--- config.mk ---
export PLATFORM = sky130hd
export DESIGN_NAME = rsz_coef_calc
export DESIGN_NICKNAME = d
export VERILOG_FILES = /design/src/rtl/rsz_pkg.sv /design/src/rtl/rsz_axis_prep.sv /design/src/rtl/rsz_divider.sv /design/src/rtl/rsz_ctrl.sv /design/src/rtl/rsz_coef_calc.sv
export SDC_FILE = /design/constraint.sdc
export NUM_CORES = 1
export LEC_CHECK = 0
export BUFFER_PORTS_ARGS = -buffer_cell sky130_fd_sc_hd__buf_2
export CAP_MARGIN = 20
export CORE_UTILIZATION = 50
export CTS_BUF_LIST = sky130_fd_sc_hd__clkbuf_2 sky130_fd_sc_hd__clkbuf_4 sky130_fd_sc_hd__clkbuf_8
export DETAILED_ROUTE_END_ITERATION = 16
export GPL_TIMING_DRIVEN = 0
export HOLD_SLACK_MARGIN = 0.12
export PLACE_DENSITY = 0.75
export SLEW_MARGIN = 20
export SYNTH_ARGS = -nofsm -noshare
export SYNTH_HDL_FRONTEND = slang
export SYNTH_SLANG_ARGS = --single-unit
--- constraint.sdc ---
create_clock -name clk -period 9.48 [get_ports clk]
set_clock_uncertainty 0.05 [all_clocks]
set_input_delay 1.896 -clock clk [delete_from_list [all_inputs] [get_ports clk]]
set_output_delay 1.896 -clock clk [all_outputs]
set_load 0.03 [all_outputs]
--- src/rtl/rsz_pkg.sv ---
package rsz_pkg;
  typedef enum logic [1:0] {
    ST_IDLE  = 2'd0,
    ST_CHECK = 2'd1,
    ST_DIV   = 2'd2,
    ST_FIN   = 2'd3
  } rsz_state_e;
endpackage

--- src/rtl/rsz_axis_prep.sv ---
// Legality check and pre-decimation shift selection for one axis.
module rsz_axis_prep #(
  parameter int SIZE_W  = 13,
  parameter int MAX_IN  = 4096,
  parameter int MAX_OUT = 1024,
  parameter int DN_W    = 2,
  parameter int DN_MAX  = 2
) (
  input  logic [SIZE_W-1:0] in_sz,
  input  logic [SIZE_W-1:0] out_sz,
  output logic              bad,
  output logic [DN_W-1:0]   dn,
  output logic [SIZE_W-1:0] ws_m1
);
  localparam logic [SIZE_W-1:0] LIM_IN  = SIZE_W'(MAX_IN);
  localparam logic [SIZE_W-1:0] LIM_OUT = SIZE_W'(MAX_OUT);

  logic [SIZE_W+1:0] out_x4;
  logic [SIZE_W:0]   out_x2;

  always_comb begin
    out_x4 = {out_sz, 2'b00};
    bad = (in_sz > LIM_IN) || (out_sz > LIM_OUT) ||
          (out_x4 < {2'b00, in_sz}) ||
          (out_sz < SIZE_W'(2)) || (in_sz == '0);
  end

  assign out_x2 = {out_sz, 1'b0};

  // Unrolled halving chain; once a stage stops shrinking, all later ones do too.
  logic [DN_MAX:0][SIZE_W-1:0] ws_chain;
  logic [DN_MAX:0][DN_W-1:0]   cnt_chain;

  assign ws_chain[0]  = in_sz;
  assign cnt_chain[0] = '0;

  for (genvar g = 0; g < DN_MAX; g++) begin : g_stage
    logic shrink;
    assign shrink = (ws_chain[g] > LIM_OUT) || ({1'b0, ws_chain[g]} >= out_x2);
    assign ws_chain[g+1]  = shrink ? (ws_chain[g] >> 1) : ws_chain[g];
    assign cnt_chain[g+1] = shrink ? (cnt_chain[g] + DN_W'(1)) : cnt_chain[g];
  end

  assign dn    = cnt_chain[DN_MAX];
  assign ws_m1 = ws_chain[DN_MAX] - SIZE_W'(1);
endmodule

--- src/rtl/rsz_divider.sv ---
// Restoring divider, one quotient bit per clock.
module rsz_divider #(
  parameter int DVD_W = 26,
  parameter int DVS_W = 13
) (
  input  logic             clk,
  input  logic             rst_n,
  input  logic             go,
  input  logic [DVD_W-1:0] dividend,
  input  logic [DVS_W-1:0] divisor,
  output logic             done,
  output logic [DVD_W-1:0] quotient
);
  localparam int CNT_W = $clog2(DVD_W + 1);

  logic [DVD_W-1:0] q_q, q_n;
  logic [DVS_W-1:0] rem_q, rem_n;
  logic [DVS_W-1:0] dvs_q, dvs_n;
  logic [CNT_W-1:0] cnt_q, cnt_n;
  logic             done_q, done_n;
  logic [DVS_W:0]   trial;
  logic             fits;

  always_comb begin
    trial = {rem_q, q_q[DVD_W-1]};
    fits  = trial >= {1'b0, dvs_q};
    q_n    = q_q;
    rem_n  = rem_q;
    dvs_n  = dvs_q;
    cnt_n  = cnt_q;
    done_n = 1'b0;
    if (go) begin
      q_n   = dividend;
      rem_n = '0;
      dvs_n = divisor;
      cnt_n = CNT_W'(DVD_W);
    end else if (cnt_q != '0) begin
      rem_n  = fits ? DVS_W'(trial - {1'b0, dvs_q}) : DVS_W'(trial);
      q_n    = {q_q[DVD_W-2:0], fits};
      cnt_n  = cnt_q - CNT_W'(1);
      done_n = (cnt_q == CNT_W'(1));
    end
  end

  always_ff @(posedge clk or negedge rst_n) begin
    if (!rst_n) begin
      q_q    <= '0;
      rem_q  <= '0;
      dvs_q  <= '0;
      cnt_q  <= '0;
      done_q <= 1'b0;
    end else begin
      q_q    <= q_n;
      rem_q  <= rem_n;
      dvs_q  <= dvs_n;
      cnt_q  <= cnt_n;
      done_q <= done_n;
    end
  end

  assign done     = done_q;
  assign quotient = q_q;
endmodule

--- src/rtl/rsz_ctrl.sv ---
// Sequencer: captures sizes, runs vertical then horizontal, packs the word.
module rsz_ctrl
  import rsz_pkg::*;
#(
  parameter int SIZE_W = 13,
  parameter int FRAC_W = 13,
  parameter int COEF_W = 14,
  parameter int DN_W   = 2,
  parameter int DVD_W  = SIZE_W + FRAC_W,
  parameter int WORD_W = 2 * (DN_W + COEF_W)
) (
  input  logic              clk,
  input  logic              rst_n,
  input  logic              start,
  input  logic [SIZE_W-1:0] v_in,
  input  logic [SIZE_W-1:0] v_out,
  input  logic [SIZE_W-1:0] h_in,
  input  logic [SIZE_W-1:0] h_out,
  output logic [SIZE_W-1:0] cur_in,
  output logic [SIZE_W-1:0] cur_out,
  input  logic              prep_bad,
  input  logic [DN_W-1:0]   prep_dn,
  input  logic [SIZE_W-1:0] prep_ws_m1,
  output logic              div_go,
  output logic [DVD_W-1:0]  div_dvd,
  output logic [SIZE_W-1:0] div_dvs,
  input  logic              div_done,
  input  logic [DVD_W-1:0]  div_q,
  output logic              busy,
  output logic              done,
  output logic              word_ok,
  output logic              err,
  output logic              ovf,
  output logic [WORD_W-1:0] word
);
  rsz_state_e st_q, st_n;
  logic              axis_h_q, axis_h_n;
  logic [SIZE_W-1:0] vi_q, vi_n, vo_q, vo_n, hi_q, hi_n, ho_q, ho_n;
  logic [DN_W-1:0]   vdn_q, vdn_n;
  logic [COEF_W-1:0] vcf_q, vcf_n;
  logic [WORD_W-1:0] word_q, word_n;
  logic              ok_q, ok_n, err_q, err_n, ovf_q, ovf_n;
  logic              sat;
  logic [COEF_W-1:0] coef;

  assign cur_in  = axis_h_q ? hi_q : vi_q;
  assign cur_out = axis_h_q ? ho_q : vo_q;
  assign div_dvd = {prep_ws_m1, {FRAC_W{1'b0}}};
  assign div_dvs = cur_out - SIZE_W'(1);

  // Clamp quotient to the ratio width.
  always_comb begin
    sat  = |div_q[DVD_W-1:COEF_W];
    coef = sat ? {COEF_W{1'b1}} : div_q[COEF_W-1:0];
  end

  always_comb begin
    st_n     = st_q;
    axis_h_n = axis_h_q;
    vi_n = vi_q; vo_n = vo_q; hi_n = hi_q; ho_n = ho_q;
    vdn_n  = vdn_q;
    vcf_n  = vcf_q;
    word_n = word_q;
    ok_n   = ok_q;
    err_n  = err_q;
    ovf_n  = ovf_q;
    div_go = 1'b0;
    unique case (st_q)
      ST_IDLE: begin
        if (start) begin
          vi_n = v_in; vo_n = v_out; hi_n = h_in; ho_n = h_out;
          axis_h_n = 1'b0;
          word_n = '0;
          ok_n   = 1'b0;
          err_n  = 1'b0;
          ovf_n  = 1'b0;
          st_n   = ST_CHECK;
        end
      end
      ST_CHECK: begin
        if (prep_bad) begin
          err_n = 1'b1;
          st_n  = ST_FIN;
        end else begin
          div_go = 1'b1;
          st_n   = ST_DIV;
        end
      end
      ST_DIV: begin
        if (div_done) begin
          ovf_n = ovf_q | sat;
          if (!axis_h_q) begin
            vdn_n    = prep_dn;
            vcf_n    = coef;
            axis_h_n = 1'b1;
            st_n     = ST_CHECK;
          end else begin
            word_n = {vdn_q, vcf_q, prep_dn, coef};
            ok_n   = 1'b1;
            st_n   = ST_FIN;
          end
        end
      end
      ST_FIN: st_n = ST_IDLE;
      default: st_n = ST_IDLE;
    endcase
  end

  always_ff @(posedge clk or negedge rst_n) begin
    if (!rst_n) begin
      st_q     <= ST_IDLE;
      axis_h_q <= 1'b0;
      vi_q <= '0; vo_q <= '0; hi_q <= '0; ho_q <= '0;
      vdn_q  <= '0;
      vcf_q  <= '0;
      word_q <= '0;
      ok_q   <= 1'b0;
      err_q  <= 1'b0;
      ovf_q  <= 1'b0;
    end else begin
      st_q     <= st_n;
      axis_h_q <= axis_h_n;
      vi_q <= vi_n; vo_q <= vo_n; hi_q <= hi_n; ho_q <= ho_n;
      vdn_q  <= vdn_n;
      vcf_q  <= vcf_n;
      word_q <= word_n;
      ok_q   <= ok_n;
      err_q  <= err_n;
      ovf_q  <= ovf_n;
    end
  end

  assign busy    = (st_q != ST_IDLE);
  assign done    = (st_q == ST_FIN);
  assign word_ok = ok_q;
  assign err     = err_q;
  assign ovf     = ovf_q;
  assign word    = word_q;
endmodule

--- src/rtl/rsz_coef_calc.sv ---
module rsz_coef_calc #(
  parameter int SIZE_W  = 13,
  parameter int MAX_IN  = 4096,
  parameter int MAX_OUT = 1024,
  parameter int FRAC_W  = 13,
  parameter int COEF_W  = 14,
  parameter int DN_W    = 2,
  parameter int DN_MAX  = 2,
  parameter int WORD_W  = 2 * (DN_W + COEF_W)
) (
  input  logic              clk,
  input  logic              rst_n,
  input  logic              start,
  input  logic [SIZE_W-1:0] v_in_size,
  input  logic [SIZE_W-1:0] v_out_size,
  input  logic [SIZE_W-1:0] h_in_size,
  input  logic [SIZE_W-1:0] h_out_size,
  output logic              busy,
  output logic              done,
  output logic              word_ok,
  output logic              err,
  output logic              ovf,
  output logic [WORD_W-1:0] rsz_word
);
  localparam int DVD_W = SIZE_W + FRAC_W;

  logic [SIZE_W-1:0] cur_in, cur_out, prep_ws_m1, div_dvs;
  logic              prep_bad, div_go, div_done;
  logic [DN_W-1:0]   prep_dn;
  logic [DVD_W-1:0]  div_dvd, div_q;

  rsz_axis_prep #(
    .SIZE_W(SIZE_W), .MAX_IN(MAX_IN), .MAX_OUT(MAX_OUT),
    .DN_W(DN_W), .DN_MAX(DN_MAX)
  ) u_prep (
    .in_sz(cur_in), .out_sz(cur_out),
    .bad(prep_bad), .dn(prep_dn), .ws_m1(prep_ws_m1)
  );

  rsz_divider #(.DVD_W(DVD_W), .DVS_W(SIZE_W)) u_div (
    .clk(clk), .rst_n(rst_n), .go(div_go),
    .dividend(div_dvd), .divisor(div_dvs),
    .done(div_done), .quotient(div_q)
  );

  rsz_ctrl #(
    .SIZE_W(SIZE_W), .FRAC_W(FRAC_W), .COEF_W(COEF_W),
    .DN_W(DN_W), .DVD_W(DVD_W), .WORD_W(WORD_W)
  ) u_ctrl (
    .clk(clk), .rst_n(rst_n), .start(start),
    .v_in(v_in_size), .v_out(v_out_size),
    .h_in(h_in_size), .h_out(h_out_size),
    .cur_in(cur_in), .cur_out(cur_out),
    .prep_bad(prep_bad), .prep_dn(prep_dn), .prep_ws_m1(prep_ws_m1),
    .div_go(div_go), .div_dvd(div_dvd), .div_dvs(div_dvs),
    .div_done(div_done), .div_q(div_q),
    .busy(busy), .done(done), .word_ok(word_ok),
    .err(err), .ovf(ovf), .word(rsz_word)
  );
endmodule

==> results.txt <==
* Status: complete, no violations
* Final global-route overflow total: 0
- At the worst endpoint, the arrival time is 8.83 ns.
- Final standard cell count with taps included and fillers excluded: 1309
* Max stage delay on crit path: around 0.60 ns
- Number of sinks handled by clock tree synthesis: 164
* Wire length of the first global-routing pass: 37700 um
- Largest net degree at the start of global routing: approximately 100
- Antenna violations before repair: 0
* Maxcap violations: 0
- Cts hold-fix bufs: 0
- For this design the static power due to leakage is 0.00499 uW.
- Mapped Cells: 951
* Post-synth top flop: sky130_fd_sc_hd__dfrtp_1
- Kind of launch point of the worst setup path: register
- Critical Path Sink Type: register
- Critical path's slowest cell: sky130_fd_sc_hd__mux2i_1
- Post-synthesis cell type count: 79
- Insertion delay to the later sink of the worst-skew pair: 0.46 ns
- Detailed-route vias per instance: between 5 and 6
- Via count of the first global-routing pass: 7541
* Post-synth top area share: 0.430
- Final antenna-violating net count: 0
- Gates resized during post-CTS repair numbered 0.
- Post-synthesis instance area: 9530 um^2
* Ratio of cells with drive above 1 in the final layout: 0.220
* Vertical die dimension: 140 um
- Area of the die: 19600 um^2
- Rows: 50
- Summed over all failing endpoints, the final setup total negative slack is 0 ns.
- Time the final worst path needs with I/O delays and setup: 8.54 ns
- Proportion of register bits with asynchronous set or reset after synthesis: 1.00
- Post-synth top area cell: sky130_fd_sc_hd__dfrtp_1
* Fmax: 117 MHz
* Max Buffers Root-to-Sink: 2
* Post-Synthesis Mean Instance Area: 10.0 um^2
- After detailed placement, the design holds a cell count of ~1300.
- Number of storage elements in the synthesis netlist: 164
- Net Count, Synth: 1061
- Counting the buffers created by CTS gives 17.
- The tree is rooted in a sky130_fd_sc_hd__clkbuf_8.
- In this run, the number of DRC markers left after iteration 0 of detailed routing was 443.
- NumNets Final: 1172
- Setup repair after global routing left no endpoint under its margin.
- Share of the clock period used by the worst path after layout: 0.901
- Dividing total power by cell area gives a power density of 369 nW/um^2.
* Worst hold path class: register to register
- Compared with the post-synthesis result, the final layout area differs by 12.8%.
- In the global route stage, overall resource usage came out at 0.242.
- The critical path is of the register to register type.
* Total via count after detailed routing: around 7400
- Count of port buffers added during placement: 91
- Number of setup buffers added after CTS: 0
* Critical path data required time: 9.77 ns
* Maximum resistive drop on vdd: 0.000196 V
- Antenna diode instance count: 0
- # DRC: 0
- After detailed routing, the total wire length is 22300 um.
- For this configuration, the core starts out at a cell density of 0.510.
- In this run the standard cell core region covers 18700 um^2.
- CTS tree: built
* Die Width: 140 um
- In this run the tightest slew margin relative to its limit is 0.421.
* Slew @ Worst Pin: slightly below 0.9 ns
* Clock transition at the registers of the reported paths: 0.10 ns
- Along the worst path, the maximum fanout reaches 10.
- 92 I/O pins were placed.
- Syn. warnings: 0
* Post-detail-place hpwl: 17100 um
* Number of synthesized flops with an enable pin: 0
* Maximum level of the CTS H-tree: 4
- Final number of hold-violating endpoints: 0
- Final number of setup-violating endpoints: 0
* Sequential-to-total area share from yosys stat: 0.430
* First-pass iteration count of the detailed router: 4
- The number of pins with negative max-slew slack in the final report is 0.
* Most area-consuming cells after synthesis: sky130_fd_sc_hd__dfrtp_1, sky130_fd_sc_hd__mux2_2, sky130_fd_sc_hd__ha_1
* Average wire per standard cell: between 15 and 20 um
- Final RePlAce weighted congestion: 0.933
-- logic make-up after synthesis --
group,Yosys count,share of synthesized area
multiplexers,116,0.135
adder cells (fa/ha/maj),55,0.0730
AND/OR/NAND/NOR,286,0.146
other,1,0.000393
XOR/XNOR,24,0.0220
flip-flops,164,0.430
buffers and inverters,91,0.0411
AO/OA/AOI/OAI,214,0.152
-- state kept, by name, summed over array words and instances (netlist names) --
name and flops:
u_div.rem_q 13, u_ctrl.vcf_q 14, u_ctrl.axis_h_q 1, u_ctrl.hi_q 13, u_ctrl.st_q 2, u_div.cnt_q 5, u_div.dvs_q 13, u_ctrl.word 32
u_div.done 1, u_ctrl.vo_q 13, u_ctrl.word_ok 1, u_ctrl.ho_q 13, u_ctrl.ovf 1, u_ctrl.vdn_q 2, u_ctrl.vi_q 13, u_div.quotient 26
u_ctrl.err 1
-- metal layers --
| layer | routed length [um] | global-route usage | part of all wire |
|---|---|---|---|
| met5 | 0 | 0 | 0 |
| met4 | 620 | 0.104 | 0.028 |
| met3 | 612 | 0.0362 | 0.027 |
| met2 | 10800 | 0.402 | 0.49 |
| met1 | 10200 | 0.316 | 0.46 |
-- per-stage QoR --
step | setup slack [ns] | instance area (um^2) | power, uW | hold WS, ns | utilization
finish | 0.943 | 10800 | 3960 | 0.429 | 0.575
global route | 0.450 | 10800 | 4310 | 0.469 | 0.575
CTS | 0.993 | 10800 | 3960 | 0.436 | 0.575
detailed placement | 1.06 | 10300 | 3420 | 0.410 | 0.552
global placement | 1.14 | 10300 | 3340 | 0.408 | 0.550
floorplan | 2.87 | 9530 | 2900 | 0.412 | -
-- layout make-up --
| cell class | instances | area [um^2] |
|---|---|---|
| well taps | 234 | 293 |
| plain buffers | 42 | 208 |
| flip-flops and latches | 164 | 4100 |
| clock inverters | 15 | 196 |
| clock buffers | 17 | 234 |
| repair buffers | 92 | 493 |
| fillers | 1617 | 7960 |
| inverters | 49 | 184 |
| multi-input cells | 696 | 5040 |
-- power by group --
group	internal (uW)	switching [uW]	total [uW]
sequential	982	204	1190
combinational	991	1260	2250
clock	207	317	524
-- critical path, delay by kind of cell, from the launching register on --
family / cells / cell delay [ns]
AO/OA/AOI/OAI: 10 / 2.47
buffers and inverters: 8 / 2.06
AND/OR/NAND/NOR: 10 / 1.75
adder cells (fa/ha/maj): 3 / 0.94
multiplexers: 1 / 0.60
flip-flops: 1 / 0.51
-- synth_stat cells (all sizes together), types with 2 or more instances --
cell and n:
xor2 3, o22ai 3, inv 49, nor4 9, nor3 17, nand2 97, o31ai 7, or2 4
o21a 3, clkbuf 24, mux2i 53, dfrtp 164, nand2b 11, or3 7, nand4 9, o32ai 2
a21oi 62, o22a 2, and2 13, a41o 2, a22o 18, a41oi 2, nor2b 8, a211oi 20
ha 54, xnor2 21, nand3 13, and4 4, buf 18, a21o 16, a31o 6, mux2 63
a21boi 3, o31a 3, or3b 4, nor2 81, o21bai 4, o21ai 39, and3 4, o211ai 4
a31oi 6
-- worst paths after layout --
| path | start | endpoint | slack [ns] | cells after the start |
|---|---|---|---|---|
| min in group asynchronous | rst_n | u_div.rem_q[9]$_DFFE_PN0P_ | 1.30 | 1 |
| max | u_ctrl.axis_h_q$_DFFE_PN0P_ | u_div.quotient[23]$_DFFE_PN0P_ | 0.94 | 32 |
| min reg2reg | u_ctrl.word_ok$_DFFE_PN0P_ | u_ctrl.word_ok$_DFFE_PN0P_ | 0.43 | 2 |
| max in group asynchronous | rst_n | u_div.quotient[6]$_DFFE_PN0P_ | 7.24 | 2 |
| min | u_ctrl.word_ok$_DFFE_PN0P_ | u_ctrl.word_ok$_DFFE_PN0P_ | 0.43 | 2 |
| max reg2reg | u_ctrl.axis_h_q$_DFFE_PN0P_ | u_div.quotient[23]$_DFFE_PN0P_ | 0.94 | 32 |
-- cell usage in the layout (no fill, tap or decap), types with 5 or more instances in the layout --
cell                       netlist  routed
sky130_fd_sc_hd__dfrtp_1       164     164
sky130_fd_sc_hd__buf_2          10     100
sky130_fd_sc_hd__nand2_1        97      97
sky130_fd_sc_hd__nor2_1         80      80
sky130_fd_sc_hd__mux2_2         63      63
sky130_fd_sc_hd__a21oi_1        61      61
sky130_fd_sc_hd__ha_1           54      54
sky130_fd_sc_hd__mux2i_1        47      47
sky130_fd_sc_hd__inv_1          44      44
sky130_fd_sc_hd__o21ai_0        37      37
sky130_fd_sc_hd__clkbuf_1       24      24
sky130_fd_sc_hd__xnor2_1        21      21
sky130_fd_sc_hd__a211oi_1       20      20
sky130_fd_sc_hd__a22o_1         18      18
sky130_fd_sc_hd__clkbuf_8        0      17
sky130_fd_sc_hd__nor3_1         16      16
sky130_fd_sc_hd__a21o_1         14      14
sky130_fd_sc_hd__nand3_1        13      13
sky130_fd_sc_hd__and2_1         12      12
sky130_fd_sc_hd__nand2b_1       11      11
sky130_fd_sc_hd__nand4_1         8       8
sky130_fd_sc_hd__nor2b_1         8       8
sky130_fd_sc_hd__or3_1           7       7
sky130_fd_sc_hd__nor4_1          7       7
sky130_fd_sc_hd__o31ai_1         6       6
sky130_fd_sc_hd__a31oi_1         6       6
sky130_fd_sc_hd__clkinv_8        0       6
sky130_fd_sc_hd__inv_2           5       5
(Power assumes the default switching activity.)
